`config.mk`:
```
export PLATFORM = sky130hd
export DESIGN_NAME = irqc_cascade
export DESIGN_NICKNAME = d
export VERILOG_FILES = /design/src/rtl/irqc_pkg.sv /design/src/rtl/irqc_prio.sv /design/src/rtl/irqc_unit.sv /design/src/rtl/irqc_cascade.sv
export SDC_FILE = /design/constraint.sdc
export NUM_CORES = 1
export LEC_CHECK = 0
export ABC_AREA = 1
export ABC_CLOCK_PERIOD_IN_PS = 6470
export BUFFER_PORTS_ARGS = -buffer_cell sky130_fd_sc_hd__clkbuf_2
export CORE_MARGIN = 4
export CORE_UTILIZATION = 45
export CTS_BUF_LIST = sky130_fd_sc_hd__clkbuf_8
export DETAILED_ROUTE_END_ITERATION = 8
export HOLD_SLACK_MARGIN = 0.12
export PLACE_DENSITY = 0.66
export SYNTH_ARGS = -nofsm -noshare
export SYNTH_HDL_FRONTEND = slang
export SYNTH_SLANG_ARGS = --single-unit
export TNS_END_PERCENT = 5
```
`constraint.sdc`:
```
create_clock -name clk -period 6.47 [get_ports clk]
set_clock_uncertainty 0.15 [all_clocks]
set_input_delay 1.294 -clock clk [delete_from_list [all_inputs] [get_ports clk]]
set_output_delay 1.294 -clock clk [all_outputs]
set_load 0.02 [all_outputs]
```
`src/rtl/irqc_pkg.sv`:
```
package irqc_pkg;
    localparam int IRQC_NSRC = 32;
    localparam int IRQC_VW   = 8;
    localparam logic [IRQC_VW-1:0] IRQC_VEC_NONE = 8'hFF;

    typedef enum logic [1:0] {
        REG_STATUS = 2'd0,
        REG_ENABLE = 2'd1,
        REG_MASKED = 2'd2,
        REG_VECTOR = 2'd3
    } irqc_reg_e;

    typedef enum logic {
        ST_QUIET  = 1'b0,
        ST_RAISED = 1'b1
    } irqc_state_e;
endpackage

```
`src/rtl/irqc_prio.sv`:
```
// Leading-zero priority encoder: the highest set bit wins, reported as its
// distance from the MSB; all-zero input gives the idle code.
module irqc_prio
    import irqc_pkg::*;
#(
    parameter int W  = IRQC_NSRC,
    parameter int VW = IRQC_VW
) (
    input  logic [W-1:0]  bits,
    output logic [VW-1:0] idx
);
    always_comb begin
        idx = IRQC_VEC_NONE;
        // ascending scan: a later (more significant) hit overrides
        for (int i = 0; i < W; i++) begin
            if (bits[i]) idx = VW'(W - 1 - i);
        end
    end
endmodule

```
`src/rtl/irqc_unit.sv`:
```
// One controller unit: sticky status, enable word, masked view, vector and
// a two-state output machine.
module irqc_unit
    import irqc_pkg::*;
#(
    parameter int NSRC = IRQC_NSRC,
    parameter int VW   = IRQC_VW
) (
    input  logic            clk,
    input  logic            rst_n,
    input  logic            stat_wr,
    input  logic            en_wr,
    input  logic [NSRC-1:0] wdata,
    input  logic [NSRC-1:0] lines,
    output logic [NSRC-1:0] stat_q,
    output logic [NSRC-1:0] en_q,
    output logic [NSRC-1:0] masked,
    output logic [VW-1:0]   vec,
    output logic            irq
);
    logic [NSRC-1:0] req_bits;
    logic [NSRC-1:0] clr_bits;
    logic [NSRC-1:0] stat_d;
    irqc_state_e     state_q, state_d;

    // source n lands on register bit NSRC-1-n
    for (genvar n = 0; n < NSRC; n++) begin : g_map
        assign req_bits[NSRC-1-n] = lines[n];
    end

    assign clr_bits = stat_wr ? wdata : '0;
    assign stat_d   = (stat_q & ~clr_bits) | req_bits;
    assign masked   = stat_q & en_q;

    always_ff @(posedge clk) begin
        if (!rst_n) begin
            stat_q <= '0;
            en_q   <= '0;
        end else begin
            stat_q <= stat_d;
            if (en_wr) en_q <= wdata;
        end
    end

    irqc_prio #(.W(NSRC), .VW(VW)) u_prio (
        .bits (masked),
        .idx  (vec)
    );

    // output machine: next state
    always_comb begin
        state_d = state_q;
        unique case (state_q)
            ST_QUIET:  if (|masked)  state_d = ST_RAISED;
            ST_RAISED: if (!(|masked)) state_d = ST_QUIET;
            default:   state_d = ST_QUIET;
        endcase
    end

    // output machine: state register
    always_ff @(posedge clk) begin
        if (!rst_n) state_q <= ST_QUIET;
        else        state_q <= state_d;
    end

    // output machine: outputs
    always_comb begin
        unique case (state_q)
            ST_RAISED: irq = 1'b1;
            default:   irq = 1'b0;
        endcase
    end
endmodule

```
`src/rtl/irqc_cascade.sv`:
```
// Primary unit plus AUX_COUNT auxiliary units whose lines feed fixed
// primary sources CASC_BASE, CASC_BASE-CASC_STEP, ...
module irqc_cascade
    import irqc_pkg::*;
#(
    parameter int AUX_COUNT = 2,
    parameter int CASC_BASE = 30,
    parameter int CASC_STEP = 2
) (
    input  logic        clk,
    input  logic        rst_n,
    input  logic        wr_en,
    input  logic [3:0]  reg_addr,
    input  logic [31:0] wr_data,
    output logic [31:0] rd_data,
    input  logic [31:0] src_main,
    input  logic [31:0] src_aux1,
    input  logic [31:0] src_aux2,
    output logic        irq_out,
    output logic [7:0]  irq_vec
);
    localparam int NUNIT = 1 + AUX_COUNT;

    logic [1:0]         unit_sel;
    irqc_reg_e          reg_sel;
    logic [31:0]        aux_src   [2];
    logic [31:0]        lines     [NUNIT];
    logic [31:0]        stat      [NUNIT];
    logic [31:0]        enab      [NUNIT];
    logic [31:0]        mskd      [NUNIT];
    logic [7:0]         vecs      [NUNIT];
    logic [31:0]        casc_acc  [NUNIT];
    logic [NUNIT-1:0]   u_irq;
    logic [31:0]        prim_lines;
    logic [31:0]        prim_stat, prim_en, prim_masked;

    assign unit_sel   = reg_addr[3:2];
    assign reg_sel    = irqc_reg_e'(reg_addr[1:0]);
    assign aux_src[0] = src_aux1;
    assign aux_src[1] = src_aux2;

    assign casc_acc[0] = '0;
    assign prim_lines  = src_main | casc_acc[NUNIT-1];

    for (genvar k = 0; k < NUNIT; k++) begin : g_unit
        if (k == 0) begin : g_prim
            assign lines[k] = prim_lines;
        end else begin : g_aux
            assign lines[k]    = aux_src[k-1];
            assign casc_acc[k] = casc_acc[k-1]
                               | (32'(u_irq[k]) << (CASC_BASE - CASC_STEP*(k-1)));
        end

        irqc_unit #(.NSRC(IRQC_NSRC), .VW(IRQC_VW)) u_unit (
            .clk     (clk),
            .rst_n   (rst_n),
            .stat_wr (wr_en && (unit_sel == 2'(k)) && (reg_sel == REG_STATUS)),
            .en_wr   (wr_en && (unit_sel == 2'(k)) && (reg_sel == REG_ENABLE)),
            .wdata   (wr_data),
            .lines   (lines[k]),
            .stat_q  (stat[k]),
            .en_q    (enab[k]),
            .masked  (mskd[k]),
            .vec     (vecs[k]),
            .irq     (u_irq[k])
        );
    end

    assign prim_stat   = stat[0];
    assign prim_en     = enab[0];
    assign prim_masked = mskd[0];
    assign irq_out     = u_irq[0];
    assign irq_vec     = vecs[0];

    always_comb begin
        rd_data = '0;
        if (32'(unit_sel) < NUNIT) begin
            unique case (reg_sel)
                REG_STATUS: rd_data = stat[unit_sel];
                REG_ENABLE: rd_data = enab[unit_sel];
                REG_MASKED: rd_data = mskd[unit_sel];
                REG_VECTOR: rd_data = {24'b0, vecs[unit_sel]};
                default:    rd_data = '0;
            endcase
        end
    end
endmodule

```
=== Word-level counts from Yosys, hierarchy flattened ===
Index checks and enable logic that the tools add are counted.

* Flip-flop bits (word level): 195
* Input bits: 135
* Output and inout port bits: 41
* Word-level logic and storage cells: 164

* $lt $le $gt $ge: 2
* Equality and inequality tests: 5
* Muxes and demuxes: 119
* Bitwise logic cells: 15
* Reductions and logical operators: 14

{| class="wikitable"
|+ Operators by type and width
! cell !! count
|-
| $mux W8 || 98
|-
| $mux W32 || 10
|-
| $and A32 B32 Y32 || 6
|-
| $bmux W32 S2 || 3
|-
| $or A32 B32 Y32 || 4
|-
| $pmux W32 S4 || 1
|-
| $not A32 Y32 || 3
|-
| $reduce_or A32 Y1 || 3
|-
| $or A31 B29 Y31 || 1
|-
| $bmux W8 S2 || 1
|-
| $logic_and A1 B1 Y1 || 9
|-
| $eq A2 B2 Y1 const B || 3
|-
| $mux W1 || 6
|-
| $eq A2 B1 Y1 const B || 2
|-
| $logic_not A2 Y1 || 2
|-
| $ge A3 B3 Y1 const B || 1
|-
| $not A2 Y3 || 1
|-
| $lt A2 B2 Y1 const B || 1
|}

=== Longest topological paths before layout ===
Gate-level depths: netlist of the first run.

* Depth in word-level cells: 38
* Mapped depth: 35
* Gate-level depth less buffers: 35

=== Hierarchy ===
Synthesis of the first run repeated with hierarchy kept, for this count alone.

* Cell total of the unflattened synthesis: 2121
* Area total of the unflattened synthesis: 12420.7 um^2

{| class="wikitable"
|+ By module, submodules not included
! module !! times used !! cells each !! area each (um^2) !! sequential area each (um^2)
|-
| irqc_unit || 3 || 370 || 2650.0 || 1301.2
|-
| irqc_cascade || 1 || 708 || 3190.6 || 0.0
|-
| irqc_prio || 3 || 101 || 426.7 || 0.0
|}

=== Worst setup path after synthesis of the first run ===
OpenSTA, ideal clock, no wires.

* Path type: input to output
* Start point: input reg_addr[2]
* End point: output rd_data[18]
* Arrival: 3002 ps
* Path slack: 2024 ps
* Stages: 9
* Path through: buf_2 > inv_2 > nor2_1 > clkbuf_1 > buf_1 > nand3_1 > o2111ai_1 > nand2_1 > a21oi_1

* Longest elaborated chain between the ends: 6

{| class="wikitable"
|+ RTL lines
! what !! line !! source
|-
| from (decl) || irqc_cascade.sv:13 || <nowiki>input logic [3:0] reg_addr,</nowiki>
|-
| $not A2 Y3 (implied by the code) || irqc_cascade.sv:79, irqc_cascade.sv:80, irqc_cascade.sv:81 ||
|-
| $bmux W32 S2 (on tied branches) || irqc_cascade.sv:81, irqc_cascade.sv:79, irqc_cascade.sv:80 ||
|-
| $mux W32 (on tied branches) (2 in a row) || irqc_cascade.sv:81, irqc_cascade.sv:79, irqc_cascade.sv:80 ||
|-
| $pmux W32 S4 || irqc_cascade.sv:78 || <nowiki>unique case (reg_sel)</nowiki>
|-
| $mux W32 * || irqc_cascade.sv:77 || <nowiki>if (32'(unit_sel) < NUNIT) begin</nowiki>
|-
| to (decl) || irqc_cascade.sv:15 || <nowiki>output logic [31:0] rd_data,</nowiki>
|}

Every way passes the cells marked *; elsewhere a longest branch is shown, timed or not. The select of a mux whose other input is x is not followed.

=== Worst setup path after layout of the first run ===
* Start point: input reg_addr[1]
* End point: output rd_data[21]

* Longest elaborated chain between the ends: 3

{| class="wikitable"
|+ RTL lines
! what !! line
|-
| $eq A2 B2 Y1, or another cell as far along || irqc_cascade.sv:78
|-
| $pmux W32 S4 * || irqc_cascade.sv:78
|-
| $mux W32 * || irqc_cascade.sv:77
|}

Every way passes the cells marked *; elsewhere a longest branch is shown, timed or not.

==> results of run 1 <==
-- metrics by stage --
stage | util [%] | area [um2] | hold WS, ns | total power [W] | instances
after floorplan | - | 10500 | 0.312 | 0.00159 | 1592
after global placement | 50.8 | 11600 | 0.329 | 0.00175 | 2004
after detailed placement | 50.8 | 11600 | 0.339 | 0.00176 | 2004
after CTS | 52.7 | 12000 | 0.354 | 0.00264 | 2036
after global routing | 52.7 | 12000 | 0.384 | 0.00274 | 2036
final | 52.7 | 12000 | 0.351 | 0.00264 | 2036
-- registers in the layout (all words and copies together), names as in the netlist --
name                   count
g_unit.u_unit.en_q        96
g_unit.u_unit.stat_q      96
g_unit.u_unit.state_q      3
-- layout by cell type, fill, tap and decap left out, types with 3 or more instances in the layout --
cell type	instances
clkinvlp_4	3
clkbuf_2	175
o22ai_1	32
a221oi_1	4
nand4_1	3
nand2_1	355
o2111ai_1	8
inv_1	148
nor2_1	91
dfxtp_1	195
o221ai_1	17
nand3_1	45
nor3_1	5
nand2_2	28
o21ai_1	83
o211ai_1	3
o31a_1	6
o21ai_0	173
o21bai_1	3
inv_8	4
inv_2	8
nor3_4	3
inv_6	3
a22oi_1	7
a21oi_1	234
bufinv_16	3
a31oi_1	7
buf_4	18
a211oi_1	4
nor2_2	3
clkbuf_8	18
nand2_4	12
nand3_2	4
-- layer usage --
metal | vias up | global-route usage (%) | routed length [um]
met4 | 0 | 10.2 | 1180
met5 | - | 0 | 0
met1 | 5298 | 37.4 | 15800
met3 | 99 | 5.31 | 3550
li1 | 5600 | - | -
met2 | 637 | 44.8 | 16800
-- power breakdown --
group | leakage (nW) | switching [W] | internal (W) | total (W)
clock network | 0.215 | 0.000492 | 0.000406 | 0.000898
logic | 4.03 | 0.000282 | 0.000140 | 0.000422
registers | 1.61 | 0.0000583 | 0.00126 | 0.00132
total | 5.85 | 0.000832 | 0.00180 | 0.00264
-- path summary, 6_finish.rpt --
| kind | startpoint | cells after the start | endpoint | slack, ns |
|---|---|---|---|---|
| max | reg_addr[1] | 5 | rd_data[21] | 1.42 |
| min | g_unit[0].u_unit.stat_q[14]$_SDFF_PN0_ | 2 | g_unit[0].u_unit.stat_q[14]$_SDFF_PN0_ | 0.35 |
| max reg2reg | g_unit[0].u_unit.stat_q[16]$_SDFF_PN0_ | 7 | g_unit[0].u_unit.state_q$_SDFF_PN0_ | 4.35 |
| min reg2reg | g_unit[0].u_unit.stat_q[14]$_SDFF_PN0_ | 2 | g_unit[0].u_unit.stat_q[14]$_SDFF_PN0_ | 0.35 |
-- critical path, cell delays in order --
cell and delay (ns):
clkbuf_2 0.49, nor2_4 0.98, a221oi_1 0.23, a21oi_1 0.35
clkbuf_2 0.24
-- layout make-up --
| class | instances | area [um2] | area share, % |
|---|---|---|---|
| multi-input cells | 1144 | 5630 | 46.9 |
| flip-flops and latches | 195 | 3900 | 32.5 |
| repair buffers | 194 | 1030 | 8.59 |
| inverters | 158 | 602 | 5.01 |
| well taps | 313 | 392 | 3.26 |
| clock buffers | 18 | 248 | 2.06 |
| clock inverters | 14 | 194 | 1.62 |
-- kinds of logic (layout without fill, tap and decap cells) --
group	Yosys count	in the layout
AO/OA/AOI/OAI	590	590
AND/OR/NAND/NOR	554	554
buffers and inverters	253	384
flip-flops	195	195
==> flow_summary.ini, run 1 <==
[synth]
synth_mux_area_share_pct = 0
yosys.area.top_type = dfxtp_1
yosys.area_share.simple_pct = 22.5
synth_top_area_share_pct = 37.2
synthXorXnorAreaFrac_pct = 0
ys_warn_count = 0
synth_commonest_cells = nand2_1 (355), a21oi_1 (234), dfxtp_1 (195)
synth_edf_count = 0
ys_seq_area_share_pct = 37.2
synth_top_flop_cell = dfxtp_1
synth.distinct_cells = 45
synthesis.instances = 1592
postSynthAreaPerCell_um2 = 6.60
synth_top_family_by_area = compound AO/OA/AOI/OAI gates
ys_ff_latch = 195
netlist_top_cells_area = dfxtp_1 (37%), nand2_1 (13%), a21oi_1 (11%)
yosys.area_share.adder_pct = 0
synth_area_um2 = 10500
synth_most_common_cell = nand2_1
synth-compound-area-share_pct = 30.7
synthArstFlopShare_pct = 0
syn_nets = 1727

[timing]
worst_slack_ns = 1.42
period_minus_slack_ns = 5.05
fin_crit_sh_pct = 78.1
hold_viol_final = 0
rsz0062_at_grt = false
maxSlewViolCount = 0
max_freq_ghz = 0.198
fin_tns_setup_ns = 0
setup_viol = 0
timing.slew.headroom_pct = 32.4
worst_pin_slew_ns = 1.01

[clock_network]
cts_hold_buf = 0
clk-insertion-delay-late_ns = 0.51
cts_made_buffers = 17
cts_tree = built
clk_path_buf_depth = 2
clk_pin_slew_ns = 0.10
htree_levels = 4
cts_sinks = 195
post_cts_buffers = 0
cts_resized = 0
cts_root_buf = clkbuf_8

[route]
routed_via_density = 5.71
wire_per_inst_um = 18.3
wl_mm = 37.3
drt_iter0_drc = 1124
num_vias = 11600
ant_nets = 0
drtPass1Iterations = 6
drc = 0

[layout]
drive_gt1_share_pct = 17.0
num-fill-cells = 2292
area_growth_pct = 14.3
nets = 1845
diodes = 0

[global_routing]
antenna_found_initial = 0
grt_pass1_wl_mm = 58.2
groute.usage.overall_pct = 27.9
grt_pass1_vias = 10800
grt_max_degree = 97
gr-total-overflow = 0

[power_and_ir_drop]
leakagePower_nw = 5.85
p_per_area_nw_per_um2 = 220
vdd_drop_max_v = 0.000114

[die]
die_area_um2 = 25900
die_y_um = 161
die_w_um = 161
pin_count = 176
rows = 55
start_util_pct = 46.1
core_area_um2 = 22800

[setup_path]
worstSetupStartpointType = input port
path_max_fanout = 30
worst-setup-path-type = in -> out
cp-end-kind = output pin
required_ns = 5.03
arrival_ns = 3.61

[run]
drv_cap = 0

[worst_hold_path]
min_path_type = reg -> reg

[place]
hpwl_mm = 24.7
numPortBuffers = 175
pre_cts_slack_ns = 1.54
finalWeightedCongestion = 0.925

[outcome]
status = complete, no violations
Power figures use the tool's default switching activity.
==> run 2: changes to the inputs <==
--- a/config.mk
+++ b/config.mk
@@ -6,14 +6,14 @@
 export NUM_CORES = 1
 export LEC_CHECK = 0
 export ABC_AREA = 1
-export ABC_CLOCK_PERIOD_IN_PS = 6470
+export ABC_CLOCK_PERIOD_IN_PS = 4200
 export BUFFER_PORTS_ARGS = -buffer_cell sky130_fd_sc_hd__clkbuf_2
 export CORE_MARGIN = 4
 export CORE_UTILIZATION = 45
 export CTS_BUF_LIST = sky130_fd_sc_hd__clkbuf_8
 export DETAILED_ROUTE_END_ITERATION = 8
 export HOLD_SLACK_MARGIN = 0.12
-export PLACE_DENSITY = 0.66
+export PLACE_DENSITY = 0.69
 export SYNTH_ARGS = -nofsm -noshare
 export SYNTH_HDL_FRONTEND = slang
 export SYNTH_SLANG_ARGS = --single-unit
==> constraint.sdc (replaced) <==
create_clock -name clk -period 4.2 [get_ports clk]
set_clock_uncertainty 0.15 [all_clocks]
set_input_delay 0.84 -clock clk [delete_from_list [all_inputs] [get_ports clk]]
set_output_delay 0.84 -clock clk [all_outputs]
set_load 0.02 [all_outputs]
==> run 2 against run 1 <==
Net effect:
- die area did not move
- power increased by 52%
- non-clock buffer count grew 12
- sequential share of layout area down 0.24 points
- register-to-register slack lost 2.1 ns
- final area rose by 0.89%
- critical path depth is 7 higher
- highest routed layer unchanged
- critical endpoint is now rd_data[7]
==> flow_summary.ini, run 2 (synthesis gave the netlist of run 1 again) <==
[outcome]
status = complete, no violations

[layout]
num-fill-cells = 2278
area_growth_pct = 15.3
reg_top3 = g_unit.u_unit.en_q: 96 flops, g_unit.u_unit.stat_q: 96 flops, g_unit.u_unit.state_q: 3 flops
drive_gt1_share_pct = 17.8
stdcell_area_um2 = 12100
final_common_cell = nand2_1
final_cell_mix = nand2_1 (352), a21oi_1 (234), dfxtp_1 (191)
nets = 1857
diodes = 0

[global_routing]
antenna_found_initial = 0
grt_max_degree = 97
grt_pass1_wl_mm = 57.4
groute.usage.overall_pct = 27.2
grt_pass1_vias = 10900
gr-total-overflow = 0

[setup_path]
worstSetupStartpointType = register
arrival_ns = 3.20
worst-setup-path-type = reg -> out
reg2reg_depth = 8
path_max_fanout = 5
required_ns = 3.21
cp-end-kind = output pin

[die]
rows = 55
core_area_um2 = 22800
die_area_um2 = 25900
die_y_um = 161
pin_count = 176
die_w_um = 161
start_util_pct = 46.1

[route]
drt_iter0_drc = 978
num_vias = 11700
drtPass1Iterations = 6
wire_per_inst_um = 17.6
wl_mm = 36.1
ant_nets = 0
drc = 0
routed_via_density = 5.69

[place]
numPortBuffers = 175
hpwl_mm = 25.0
finalWeightedCongestion = 0.945
place_area_um2 = 11700

[power_and_ir_drop]
total_power_w = 0.00401
leakagePower_nw = 5.93
p_per_area_nw_per_um2 = 331
vdd_drop_max_v = 0.000166

[timing]
rsz0062_at_grt = true
timing.slew.headroom_pct = 38.7
worst_pin_slew_ns = 0.920
fin_crit_sh_pct = 99.9
setup_viol = 0
maxSlewViolCount = 0
hold_viol_final = 0
max_freq_ghz = 0.238
period_minus_slack_ns = 4.19
holdWs_ns = 0.355

[clock_network]
clk_pin_slew_ns = 0.11
cts_sinks = 195
cts_root_buf = clkbuf_8
cts_made_buffers = 17
cts_tree = built
htree_levels = 4
clk_path_buf_depth = 2
clk-insertion-delay-late_ns = 0.50

[worst_hold_path]
min_path_type = reg -> reg
hold_path_depth = 2

[run]
drv_cap = 0
==> run 2: stage by stage <==
step / utilization (%) / std cells / TNS [ns] / setup WS, ns
global route: 53.2 / 2048 / -0.867 / -0.224
global placement: 51.2 / 2015 / 0 / 0.607
finish: 53.2 / 2048 / 0 / 0.00599
CTS: 53.1 / 2047 / 0 / 0.0529
floorplan: - / 1592 / 0 / 0.662
detailed placement: 51.2 / 2015 / 0 / 0.542
==> run 2: what timing repair did <==
item,4_1_cts,5_1_grt
setup buffers,0,1
setup endpoints to repair,0,5
gates resized for setup,0,9
hold buffers,0,0
==> run 2: final timing paths <==
path,startpoint,slack [ns],endpoint
worst max-delay path,g_unit[0].u_unit.stat_q[17]$_SDFF_PN0_,0.006,rd_data[7]
worst min-delay path,g_unit[0].u_unit.stat_q[2]$_SDFF_PN0_,0.35,g_unit[0].u_unit.stat_q[2]$_SDFF_PN0_
worst max register to register,g_unit[0].u_unit.stat_q[17]$_SDFF_PN0_,2.21,g_unit[0].u_unit.state_q$_SDFF_PN0_
worst min register to register,g_unit[0].u_unit.stat_q[2]$_SDFF_PN0_,0.35,g_unit[0].u_unit.stat_q[2]$_SDFF_PN0_
==> run 2: final cells by class <==
cell class | count | area [um2] | area share, %
multi-input cells | 1144 | 5630 | 46.5
repair buffers | 206 | 1160 | 9.59
clock inverters | 14 | 173 | 1.43
inverters | 158 | 602 | 4.97
well taps | 313 | 392 | 3.23
flip-flops and latches | 195 | 3910 | 32.3
clock buffers | 18 | 248 | 2.05
==> run 2: metal layers <==
layer | wire, um | share of wire, % | track usage (%) | vias up
met5 | 0 | 0 | 0 | -
met4 | 1460 | 4.0 | 11.7 | 0
met3 | 3360 | 9.3 | 4.98 | 116
met2 | 15900 | 44 | 42.7 | 666
met1 | 15400 | 43 | 36.8 | 5251
li1 | - | - | - | 5618
==> run 2: worst max-delay path: stages, from the launching register on <==
cell	delay [ns]
dfxtp_1	0.37
nand2_2	0.11
nand2_1	0.07
nor2_1	0.27
nand2_1	0.08
nor2_1	0.33
nor4b_2	0.26
buf_4	0.18
nor2_1	0.06
a2111oi_2	0.46
a211oi_1	0.10
a21oi_1	0.20
clkbuf_2	0.21
==> run 2: power by group <==
part | switching (W) | internal (W)
logic | 0.000425 | 0.000227
registers | 0.0000973 | 0.00194
clock network | 0.000710 | 0.000613
